$ cat config.mk
export PLATFORM = sky130hd
export DESIGN_NAME = cfg_handshake_host
export DESIGN_NICKNAME = d
export VERILOG_FILES = /design/src/rtl/cfg_handshake_host.sv
export SDC_FILE = /design/constraint.sdc
export NUM_CORES = 1
export LEC_CHECK = 0
export ABC_CLOCK_PERIOD_IN_PS = 6100
export BUFFER_PORTS_ARGS = -buffer_cell sky130_fd_sc_hd__buf_4
export CORE_MARGIN = 3
export CORE_UTILIZATION = 65
export CTS_CLUSTER_DIAMETER = 120
export CTS_CLUSTER_SIZE = 25
export DETAILED_ROUTE_END_ITERATION = 8
export PLACE_DENSITY = 0.81
export SLEW_MARGIN = 20
export SYNTH_ARGS = -nofsm -noshare
export SYNTH_HDL_FRONTEND = slang
export SYNTH_SLANG_ARGS = --single-unit
$ cat constraint.sdc
create_clock -name clk -period 6.1 [get_ports clk]
set_clock_uncertainty 0.2 [all_clocks]
set_input_delay 1.22 -clock clk [delete_from_list [all_inputs] [get_ports clk]]
set_output_delay 1.22 -clock clk [all_outputs]
set_load 0.02 [all_outputs]
$ cat src/rtl/cfg_handshake_host.sv
module cfg_handshake_host #(
  parameter int CLK_HZ      = 100_000_000,
  parameter int DONE_TMO_MS = 100,
  parameter int MSW         = 16
) (
  input  logic       clk,
  input  logic       rst_n,
  input  logic       start,
  output logic       nconfig_out,
  input  logic       nstatus_in,
  input  logic       conf_done_in,
  output logic       busy,
  output logic       done,
  output logic       error,
  output logic [2:0] err_code
);
  localparam int CYC_MS  = CLK_HZ / 1000;
  localparam int MIN_LOW = CLK_HZ / 2000;
  localparam int MAX_LOW = MIN_LOW * 21;
  localparam int CW      = $clog2(MAX_LOW + 2);
  localparam int PW      = $clog2(CYC_MS + 1);

  localparam logic [2:0] E_NONE  = 3'd0;
  localparam logic [2:0] E_PULSE = 3'd1;
  localparam logic [2:0] E_STUCK = 3'd2;
  localparam logic [2:0] E_TMO   = 3'd3;
  localparam logic [2:0] E_UNEXP = 3'd4;

  typedef enum logic [2:0] {S_IDLE, S_ARM, S_PULL, S_REL, S_CFG, S_LOW, S_ERR} state_t;

  state_t          state;
  logic [1:0]      st_q, dn_q;
  logic            st_d;
  logic [CW-1:0]   wid;
  logic [PW-1:0]   pre;
  logic [MSW-1:0]  ms;

  wire st      = st_q[1];
  wire dn      = dn_q[1];
  wire timing  = (state == S_CFG) || (state == S_LOW);
  wire ms_tick = (pre == PW'(CYC_MS - 1));

  assign nconfig_out = (state != S_PULL);
  assign busy        = (state != S_IDLE) && (state != S_ERR);
  assign error       = (err_code != E_NONE);

  always_ff @(posedge clk or negedge rst_n) begin
    if (!rst_n) begin
      st_q <= '0;
      dn_q <= '0;
      st_d <= 1'b0;
    end else begin
      st_q <= {st_q[0], nstatus_in};
      dn_q <= {dn_q[0], conf_done_in};
      st_d <= st;
    end
  end

  always_ff @(posedge clk or negedge rst_n) begin
    if (!rst_n) begin
      pre <= '0;
      ms  <= '0;
    end else if (timing) begin
      pre <= ms_tick ? '0 : pre + 1'b1;
      if (ms_tick && ms != '1) ms <= ms + 1'b1;
    end else begin
      pre <= '0;
      ms  <= '0;
    end
  end

  always_ff @(posedge clk or negedge rst_n) begin
    if (!rst_n) begin
      state    <= S_IDLE;
      done     <= 1'b0;
      err_code <= E_NONE;
      wid      <= '0;
    end else begin
      unique case (state)
        S_IDLE:
          if (start) begin
            state    <= S_ARM;
            done     <= 1'b0;
            err_code <= E_NONE;
          end else if (st_d && !st) begin
            state    <= S_ERR;
            done     <= 1'b0;
            err_code <= E_UNEXP;
          end
        S_ERR:
          if (start) begin
            state    <= S_ARM;
            err_code <= E_NONE;
          end
        S_ARM:  if (st)  state <= S_PULL;
        S_PULL: if (!st) state <= S_REL;
        S_REL:  if (st)  state <= S_CFG;
        S_CFG:
          if (dn) begin
            state <= S_IDLE;
            done  <= 1'b1;
          end else if (!st) begin
            state <= S_LOW;
            wid   <= CW'(1);
          end else if (ms >= MSW'(DONE_TMO_MS)) begin
            state    <= S_ERR;
            err_code <= E_TMO;
          end
        S_LOW:
          if (st) begin
            if (wid < CW'(MIN_LOW)) begin
              state <= S_CFG;
            end else begin
              state    <= S_ERR;
              err_code <= E_PULSE;
            end
          end else if (wid >= CW'(MAX_LOW)) begin
            state    <= S_ERR;
            err_code <= E_STUCK;
          end else begin
            wid <= wid + 1'b1;
          end
        default: state <= S_IDLE;
      endcase
    end
  end
endmodule

== Word-level counts from Yosys, hierarchy flattened ==
Index checks and enable logic that the tools add are counted.

* Register bits: 66
* Latch bits: 0
* RAM bits: 0
* Bits in read-only memories: 0
* Output and inout port bits: 7
* Memories kept: 0

* $add $sub $neg: 3
* Multipliers: 0
* Divide/modulo/power cells: 0
* $lt $le $gt $ge: 3
* Equal/unequal tests: 26
* Shifts and indexed selects: 0
* Mux-type cells: 36
* Bitwise gates (word level): 0
* Reduce and logical (&&, ||, !) cells: 15

{| class="wikitable"
|+ Operators by type and width
! kind !! count
|-
| $mux 21 || 4
|-
| $mux 3 || 20
|-
| $pmux 21 s2 || 1
|-
| $mux 17 || 2
|-
| $mux 16 || 2
|-
| $add 21x1->21 const B || 1
|-
| $ge 21x21->1 const B || 1
|-
| $lt 21x16->1 const B || 1
|-
| $pmux 3 s7 || 1
|-
| $ne 2x2->1 const B || 10
|-
| $add 17x1->17 const B || 1
|-
| $eq 17x17->1 const B || 1
|-
| $add 16x1->16 const B || 1
|-
| $ge 16x7->1 const B || 1
|-
| $ne 16x16->1 const B || 1
|-
| $pmux 3 s4 || 1
|-
| $eq 3x3->1 const B || 3
|-
| $ne 3x3->1 const B || 3
|-
| $reduce_and 8->1 || 1
|-
| $reduce_and 7->1 || 1
|-
| $eq 3x2->1 const B || 2
|-
| $ne 3x2->1 const B || 2
|-
| $reduce_bool 3->1 || 2
|-
| $reduce_and 5->1 || 1
|-
| 13 further kinds || 19
|}

== Depth between registers and ports, before layout ==
Gate-level depths: netlist of run 1.

* Depth after elaboration: 5
* Mapped depth: 8

== Worst setup path after synthesis of run 1 ==
OpenSTA, ideal clock, no wires.

* Kind: register to output
* Start: register state[1]
* End: output port busy
* Arrival time: 1.384 ns
* Slack: 3.296 ns
* Cell stages (with the launch flop): 5
* Buffers on the path: 2
* Cell sequence: dfrtp_1 > clkbuf_1 > clkbuf_1 > nor2_1 > or3_1

* Longest elaborated chain between the ends: 2

{| class="wikitable"
|+ RTL lines
! item !! RTL line !! text
|-
| from (decl) || 31 || <nowiki>state_t state;</nowiki>
|-
| from (signal assigned) || 74 || <nowiki>state <= S_IDLE;</nowiki>
|-
| from (signal assigned) || 82 || <nowiki>state <= S_ARM;</nowiki>
|-
| from (signal assigned) || 86 || <nowiki>state <= S_ERR;</nowiki>
|-
| $ne 3x3->1 / $reduce_bool 3->1 (equally long branches) || 44 || <nowiki>assign busy = (state != S_IDLE) && (state != S_ERR);</nowiki>
|-
| $logic_and 1x1->1 * || 44 ||
|-
| to (decl) || 12 || <nowiki>output logic busy,</nowiki>
|}

Mark *: on every way between the ends. The rest lies on a longest branch, timed or not.

== Worst setup path after layout of run 1 ==
* Start: register state[2]
* End: output port busy

The elaborated chain is that of the path after synthesis.

==> results of run 1 <==
-- where the power goes --
group / switching, uW / internal, uW
Sequential: 65.6 / 473
Clock: 154 / 236
Combinational: 213 / 134
Total: 433 / 844
-- metrics by stage --
stage	setup WS, ps	hold slack (ps)	util (%)
after CTS	2780	150	74.1
after floorplan	3300	131	-
after detailed placement	3150	137	70.2
after global routing	2540	168	74.2
after global placement	3250	135	70.2
final	2750	150	74.2
-- sequential cells by signal (all words and copies together) (netlist names), 2 cells and up --
name and cells:
ms 16, state 3, wid 21, dn_q 2
err_code 3, st_q 2, pre 17
-- logic make-up (layout without fill, tap and decap cells) --
family | after synthesis | count (layout) | share of synthesized area, %
AO/OA/AOI/OAI | 48 | 48 | 8.67
XOR/XNOR | 42 | 42 | 10.4
adder cells (fa/ha/maj) | 5 | 5 | 1.69
buffers and inverters | 21 | 33 | 3.03
flip-flops | 66 | 66 | 46.5
multiplexers | 3 | 3 | 0.846
AND/OR/NAND/NOR | 193 | 193 | 28.9
-- synth_stat cells (8+ instances only) --
cell	instances	area, um2
clkbuf_1	8	30.0
nand3_1	30	150
nand2_1	23	86.3
xor2_1	33	289
o21ai_0	15	75.1
a21oi_1	12	60.1
xnor2_1	9	78.8
dfrtp_1	66	1650
nand4_1	12	75.1
nor2_1	62	233
-- worst max-delay path by stage --
stage | endpoint | slack [ps] | cells past startpoint
final | busy | 2750 | 4
after floorplan | busy | 3300 | 4
after global placement | busy | 3250 | 4
after detailed placement | busy | 3150 | 4
after CTS | busy | 2780 | 4
after global routing | busy | 2540 | 4
-- final cells by class --
type	instances	area (um2)	share of cell area (%)
Clock buffer	11	141	3.66
Tap cell	70	87.6	2.27
Timing Repair Buffer	12	90.1	2.33
Multi-Input combinational cell	291	1800	46.6
Inverter	7	26.3	0.680
Clock inverter	3	65.1	1.68
Sequential cell	66	1650	42.8
-- layer usage --
layer	vias to the layer above	wire (um)	global-route usage [%]	part of all wire, %
li1	1349	-	-	-
met1	1345	3260	32.5	46
met2	58	3430	40.4	48
met3	9	317	7.67	4.5
met4	0	91	8.45	1.3
met5	-	0	0	0
==> key figures, run 1 <==
Floorplanning
  • Number of I/O pins: 12
  • Starting density of the core: 68.2%
  • Die extent in x: 79.9 um
  • Die area: 6390 um2
  • Die Ht: 79.9 um
  • Core ar.: 5200 um2
  • # rows: 26

Drt
  • Via density: 6.00
  • Detail Route Antenna Nets: 0
  • Total Routed Length: 7100 um
  • DR pass1 iterations: 4
  • Routed wire per std cell: 15.4 um
  • Initial DRC count: 205
  • DRC violations left: 0
  • Via count: 2,761

Worst setup path
  • Critical Path Start: state[2]
  • Worst Setup End Kind: output pin
  • Worst path cell trace: inv_1, nor2_1, or3_1, buf_4
  • Worst r2r dst: ms[4]
  • Worst r2r src: pre[0]
  • CP bufs+invs: 2
  • R2r setup slk: 3230 ps
  • Worst path slowest cell: dfrtp_1
  • CP peak stage delay: 670 ps
  • CP delay by family, top: flip-flops
  • R2R cell count: 7
  • Crit Path Class: flop to output pin
  • WP data arrival: 1930 ps
  • Critical path required time: roughly 4700 ps
  • Crit Path Max Fanout: 19
  • CP Launch Type: flop

Timing
  • Final-report max-slew violation count: 0
  • Setup TNS: 0 ps
  • RSZ-0062 raised after global routing: false
  • Worst-margin pin slew: approximately 880 ps
  • Final Cycle Share: 54.9%
  • Fin. Hold Viols: 0
  • Fmax: 299 MHz
  • Max_slew headroom: 40.8%
  • Period minus WS final: 3350 ps
  • # setup viols final: 0

Pwr
  • Total design power: 1280 uW
  • Peak VDD IR: 252 uV
  • Power Density: between 300 and 400 nW/um2
  • Leak: 0.00165 uW

Final layout
  • Most frequent cells in the layout: dfrtp_1 (66), nor2_1 (62), xor2_1 (33)
  • Antenna diodes: 0
  • Final non-filler cell total: 460
  • Design area: 3860 um2
  • Layout cell share with drive strength beyond 1: between 10% and 20%
  • Commonest non-fill, non-tap cell in the layout: dfrtp_1
  • Fillers: ~380
  • Final Net Count: 396
  • Area Growth Syn to Fin: 8.77%

Clock network
  • CTS buffer count: 9
  • # hold bufs at CTS: 0
  • CTS H-tree lvls: 3
  • Worst skew pair latency: between 300 and 400 ps
  • Clk sink count: 66
  • # resized after CTS: 0
  • Post-CTS Setup Repair Bufs: 0
  • Max clock buf depth: 2
  • Root Driver: clkbuf_8
  • Clock transition at path regs: approximately 60 ps
  • CTS tree: done

Global routing
  • Vias in the first global route: 2,609
  • First-pass GRT wire length: 12,400 um
  • Largest net degree at the start of global routing: 67
  • Initial antenna violation count: 0
  • Remaining Overflow, GRT: 0
  • Total Routing Usage GR: 25.2%

Logic synthesis
  • FFs w/ async S/R, synth: 100%
  • Top_reg_cell synth: dfrtp_1
  • Yosys Warn Count: 0
  • Synthesized cell area: 3550 um2
  • Yosys cell types: 57
  • Syn_nets: 387
  • Avg Cell Area, Syn: 9.39 um2
  • Post-synth EDFFs: 0
  • Seq cells post-synth: 66
  • Gate Count Post-Synth: around 380
  • Register area share after synthesis: 46.5%

Placed design
  • Final Wtd Congestion: 0.877
  • Dpl cells: roughly 450
  • Placed cell area: about 3700 um2
  • Detailed-placement wirelength estimate: 4750 um
  • Count of buffers from port buffering: 11

Run status
  • Outcome: finished, final reports clean

Min path
  • Hold path startpoint: st_q[0]
  • Number of cells on the worst hold path: 0
  • Worst hold endpoint: st_q[1]
  • Worst Hold Class: flop to flop

Job
  • Max-Cap Viols: 0
Note: power is estimated with default switching activity, not from simulation.
==> run 2: changes to the inputs <==
ABC_CLOCK_PERIOD_IN_PS = 2790   (was 6100)
CORE_UTILIZATION = 56   (was 65)
PLACE_DENSITY = 0.74   (was 0.81)
clock period = 2.79 ns   (was 6.1 ns; I/O delays follow)
==> key figures, run 2 (same netlist as run 1, synthesis figures left out) <==
Worst setup path
  • Crit Path Class: flop to flop (was flop to output pin)
  • CP delay by family, top: compound AO/OA/AOI/OAI gates (was flip-flops)
  • WP data arrival: 2710 ps (was 1930 ps)
  • Critical path required time: 2850 ps (was 4680 ps)
  • Worst path cell trace: or4_1, o41a_1, o31a_4, or3_1, a21oi_1 (was inv_1, nor2_1, or3_1, buf_4)
  • CP bufs+invs: 0 (was 2)
  • Crit Path Max Fanout: 13 (was 19)
  • CP peak stage delay: 560 ps (was 670 ps)
  • Worst path slowest cell: or4_1 (was dfrtp_1)
  • Crit path depth: 5 (was 4)
  • R2R cell count: 5 (was 7)
  • CP Launch Type: flop (unchanged)
  • Worst Setup End Kind: flop (was output pin)

Drt
  • DR pass1 iterations: 4 (unchanged)
  • Detail Route Antenna Nets: 0 (unchanged)
  • Total Routed Length: 7190 um (was 7100 um)
  • Via count: 2,871 (was 2,761)
  • Routed wire per std cell: 14.8 um (was 15.4 um)
  • Initial DRC count: 131 (was 205)
  • Via density: 5.93 (was 6.00)
  • DRC violations left: 0 (unchanged)

Clock network
  • CTS tree: done (unchanged)
  • Worst skew pair latency: 340 ps (about the same)
  • Clk sink count: 66 (unchanged)
  • Clock transition at path regs: 70 ps (was 60 ps)
  • CTS H-tree lvls: 3 (unchanged)
  • Max clock buf depth: 2 (unchanged)
  • Post-CTS Setup Repair Bufs: 0 (unchanged)
  • CTS buffer count: 9 (unchanged)
  • Root Driver: clkbuf_8 (unchanged)

Pwr
  • Total design power: 2740 uW (was 1280 uW)
  • Peak VDD IR: 667 uV (was 252 uV)
  • Leak: 0.00173 uW (was 0.00165 uW)
  • Power Density: 689 nW/um2 (was 330 nW/um2)

Timing
  • RSZ-0062 raised after global routing: false (unchanged)
  • Period minus WS final: 2650 ps
  • Fin. Hold Viols: 0 (unchanged)
  • Max_slew headroom: 47.2% (was 40.8%)
  • Worst-margin pin slew: 792 ps (was 881 ps)
  • Final-report max-slew violation count: 0 (unchanged)
  • Final Cycle Share: 95.1%
  • Fmax: 377 MHz
  • Setup TNS: 0 ps (unchanged)
  • # setup viols final: 0 (unchanged)

Placed design
  • Final Wtd Congestion: 0.856 (was 0.877)
  • Count of buffers from port buffering: 11 (unchanged)
  • Placed cell area: 3790 um2 (was 3650 um2)
  • Detailed-placement wirelength estimate: 5010 um (was 4750 um)

Final layout
  • Design area: 3980 um2 (was 3860 um2)
  • Area Growth Syn to Fin: 12.0% (was 8.77%)
  • Top reg by flops: wid (unchanged)
  • Max reg flops: 21 (unchanged)
  • Layout cell share with drive strength beyond 1: 15.4% (was 11.3%)
  • Commonest non-fill, non-tap cell in the layout: dfrtp_1 (unchanged)
  • Final Net Count: 413 (was 396)
  • Top Registers: wid x21, pre x17, ms x16 (unchanged)
  • Most frequent cells in the layout: dfrtp_1 (66), nor2_1 (62), xor2_1 (33) (unchanged)
  • Antenna diodes: 0 (unchanged)

Floorplanning
  • Die extent in x: 85.6 um (was 79.9 um)
  • Starting density of the core: 58.9% (was 68.2%)
  • # rows: 28 (was 26)
  • Number of I/O pins: 12 (unchanged)
  • Die Ht: 85.6 um (was 79.9 um)
  • Die area: 7330 um2 (was 6390 um2)
  • Core ar.: 6030 um2 (was 5200 um2)

Global routing
  • First-pass GRT wire length: 12,700 um (was 12,400 um)
  • Total Routing Usage GR: 21.6% (was 25.2%)
  • Vias in the first global route: 2,786 (was 2,609)
  • Initial antenna violation count: 0 (unchanged)
  • Remaining Overflow, GRT: 0 (unchanged)
  • Largest net degree at the start of global routing: 67 (unchanged)

Job
  • Max-Cap Viols: 0 (unchanged)

Min path
  • Worst Hold Class: input pin to asynchronous set/reset pin (was flop to flop)

Run status
  • Outcome: finished, final reports clean (unchanged)
## run 2: cell types whose count changed in the layout (fill, tap and decap cells not counted), sizes merged
cell | previous run | this run
bufinv | 2 | 0
clkinv | 1 | 3
clkinvlp | 0 | 1
clkbuf | 11 | 12
buf | 12 | 29
## run 2: path summary, 6_finish.rpt
kind / slack [ps] / to / startpoint
worst max-delay path: 140 / wid[17] / wid[17]
worst min-delay path: 110 / state[2] / rst_n
worst max register to register: 140 / wid[17] / wid[17]
worst min register to register: 160 / dn_q[1] / dn_q[0]
max in group asynchronous: 1770 / ms[3] / rst_n
min in group clk: 120 / dn_q[0] / conf_done_in
## run 2: area by class of cell
cell class,count,area [um2]
well taps,75,93.8
flip-flops and latches,66,1650
clock buffers,12,155
clock inverters,4,26.3
inverters,7,26.3
fillers,489,2050
repair buffers,29,218
multi-input cells,291,1810
## run 2: per-layer routing
layer	vias up	share of wire [%]	track usage, %
li1	1390	-	-
met1	1414	45	26.5
met2	52	49	36.9
met3	15	3.6	5.67
met4	0	1.9	7.34
met5	-	0	0
## run 2: report_power, final
part           switching [uW]  internal (uW)  leakage (uW)
Clock                     352            369     0.0000924
Sequential               61.7           1040      0.000896
Combinational             554            366      0.000738
## run 2: stage by stage
step,instances,hold WS (ps),util [%],worst slack [ps]
final,484,112,66.0,137
after detailed placement,468,145,62.8,-7.69
after global placement,468,132,62.8,79.1
after global routing,484,107,66.0,33.7
after CTS,484,106,65.9,4.60
after floorplan,378,62.4,-,186
## run 2: repair_timing
action | in CTS | in global routing
hold buffers | 0 | 0
setup endpoints to repair | 1 | 10
pin swaps | 0 | 1
resized for setup | 1 | 1
==> run 3: changes to the inputs <==
MAX_ROUTING_LAYER = met4   (was unset)
==> key figures, run 3 (same netlist as run 1, synthesis figures left out) <==
Global routing
  • Vias in the first global route: 2,779 (was 2,786)
  • GR Layer Usage met1: 26.5% (unchanged)
  • Met3 global-route usage: 5.67% (unchanged)
  • Total Routing Usage GR: 22.3% (was 21.6%)
  • Met2 Track Usage GR: 36.9% (about the same)
  • Busiest grt layer: met2 (unchanged)
  • Largest net degree at the start of global routing: 67 (unchanged)
  • Remaining Overflow, GRT: 0 (unchanged)
  • Initial antenna violation count: 0 (unchanged)
  • First-pass GRT wire length: 12,700 um (about the same)

Floorplanning
  • Die area: 7330 um2 (unchanged)
  • Die extent in x: 85.6 um (unchanged)
  • # rows: 28 (unchanged)
  • Starting density of the core: 58.9% (unchanged)
  • Number of I/O pins: 12 (unchanged)
  • Die Ht: 85.6 um (unchanged)
  • Core ar.: 6030 um2 (unchanged)

Final layout
  • Fillers: 489 (unchanged)
  • Final Net Count: 413 (unchanged)
  • Design area: 3980 um2 (unchanged)
  • Commonest non-fill, non-tap cell in the layout: dfrtp_1 (unchanged)
  • Layout cell share with drive strength beyond 1: 15.4% (unchanged)
  • Fin util: 66.0% (unchanged)
  • Max reg flops: 21 (unchanged)
  • Top reg by flops: wid (unchanged)
  • Antenna diodes: 0 (unchanged)
  • Top Registers: wid x21, pre x17, ms x16 (unchanged)
  • Area Growth Syn to Fin: 12.0% (unchanged)
  • Most frequent cells in the layout: dfrtp_1 (66), nor2_1 (62), xor2_1 (33) (unchanged)

Clock network
  • Clock transition at path regs: 70 ps (about the same)
  • CTS tree: done (unchanged)
  • Root Driver: clkbuf_8 (unchanged)
  • Post-CTS Setup Repair Bufs: 0 (unchanged)
  • # hold bufs at CTS: 0 (unchanged)
  • CTS buffer count: 9 (unchanged)
  • Worst skew pair latency: 340 ps (about the same)
  • Max clock buf depth: 2 (unchanged)
  • CTS H-tree lvls: 3 (unchanged)
  • Clk sink count: 66 (unchanged)

Drt
  • Via count: 2,830 (was 2,871)
  • Total Routed Length: 7200 um (was 7190 um)
  • DR pass1 iterations: 4 (unchanged)
  • DRC violations left: 0 (unchanged)
  • Routed wire per std cell: 14.9 um (was 14.8 um)
  • Initial DRC count: 151 (was 131)
  • Via density: 5.85 (was 5.93)
  • Detail Route Antenna Nets: 0 (unchanged)

Placed design
  • DP Worst Slack: -7.69 ps (unchanged)
  • Detailed-placement wirelength estimate: 5010 um (unchanged)
  • Final Wtd Congestion: 0.869 (was 0.856)
  • Count of buffers from port buffering: 11 (unchanged)
  • Placed cell area: 3790 um2 (unchanged)

Worst setup path
  • WP data arrival: 2710 ps (about the same)
  • Critical path required time: 2850 ps (about the same)
  • Worst r2r dst: wid[17] (unchanged)
  • Worst Setup End Kind: flop (unchanged)
  • CP bufs+invs: 0 (unchanged)
  • Worst path cell trace: or4_1, o41a_1, o31a_4, or3_1, a21oi_1 (unchanged)
  • R2R cell count: 5 (unchanged)
  • CP delay by family, top: compound AO/OA/AOI/OAI gates (unchanged)
  • Crit Path Max Fanout: 13 (unchanged)
  • CP peak stage delay: 560 ps (about the same)
  • R2r setup slk: 140 ps (about the same)
  • Worst r2r src: wid[17] (unchanged)
  • Crit Path Class: flop to flop (unchanged)
  • CP Launch Type: flop (unchanged)
  • Worst path slowest cell: or4_1 (unchanged)

Timing
  • Final Cycle Share: 95.0% (was 95.1%)
  • Fmax: 377 MHz (about the same)
  • # setup viols final: 0 (unchanged)
  • Worst-margin pin slew: 811 ps (was 792 ps)
  • Final-report max-slew violation count: 0 (unchanged)
  • Setup TNS: 0 ps (unchanged)
  • Fin worst setup slack: 139 ps (was 137 ps)
  • RSZ-0062 raised after global routing: false (unchanged)
  • Fin. Hold Viols: 0 (unchanged)
  • Max_slew headroom: 46.0% (was 47.2%)
  • Period minus WS final: 2650 ps (about the same)

Min path
  • Worst Hold Class: input pin to asynchronous set/reset pin (unchanged)

Pwr
  • Total design power: 2740 uW (about the same)
  • Power Density: 689 nW/um2 (about the same)
  • Leak: 0.00173 uW (unchanged)
  • Peak VDD IR: 665 uV (was 667 uV)

Run status
  • Outcome: finished, final reports clean (unchanged)

Job
  • Max-Cap Viols: 0 (unchanged)
run 3: cell counts in the layout (fill, tap and decap cells not counted):
Identical to the previous run, type by type.
run 3: layer usage:
metal | wire length (um) | up-vias
met4 | 75 | 0
met2 | 3600 | 55
met1 | 3270 | 1380
li1 | - | 1389
met5 | 0 | -
met3 | 260 | 6
run 3: how the worst max path moves through the flow:
stage / start / endpoint / slack, ps / cells past startpoint
after global routing: wid[7] / err_code[1] / 30 / 6
after floorplan: wid[18] / wid[19] / 190 / 7
after global placement: wid[17] / wid[17] / 80 / 5
final: wid[17] / wid[17] / 140 / 5
after detailed placement: wid[17] / wid[17] / -8 / 5
after CTS: wid[17] / wid[17] / 5 / 5
run 3: layout make-up:
| class | instances | area, um2 | share of cell area (%) |
|---|---|---|---|
| clock buffer | 12 | 155 | 3.90 |
| clock inverter | 4 | 26.3 | 0.661 |
| inverter | 7 | 26.3 | 0.661 |
| multi-input combinational | 291 | 1810 | 45.4 |
| sequential | 66 | 1650 | 41.5 |
| tap | 75 | 93.8 | 2.36 |
| timing repair buffer | 29 | 218 | 5.48 |
run 3: through the flow:
stage | hold slack [ps] | instances
finish | 90.0 | 484
global route | 107 | 484
CTS | 106 | 484
detailed placement | 145 | 468
global placement | 132 | 468
floorplan | 62.4 | 378
run 3: power by group:
part,leakage [uW],switching [uW],internal [uW]
Combinational,0.000738,553,366
Clock,0.0000924,353,369
Sequential,0.000896,61.3,1040
Total,0.00173,968,1770
run 3: what timing repair did:
item                                    4_1_cts  5_1_grt
cloned                                        0        0
endpoints found under the setup margin        1       10
gates resized for setup                       1        1
pin swaps                                     0        1
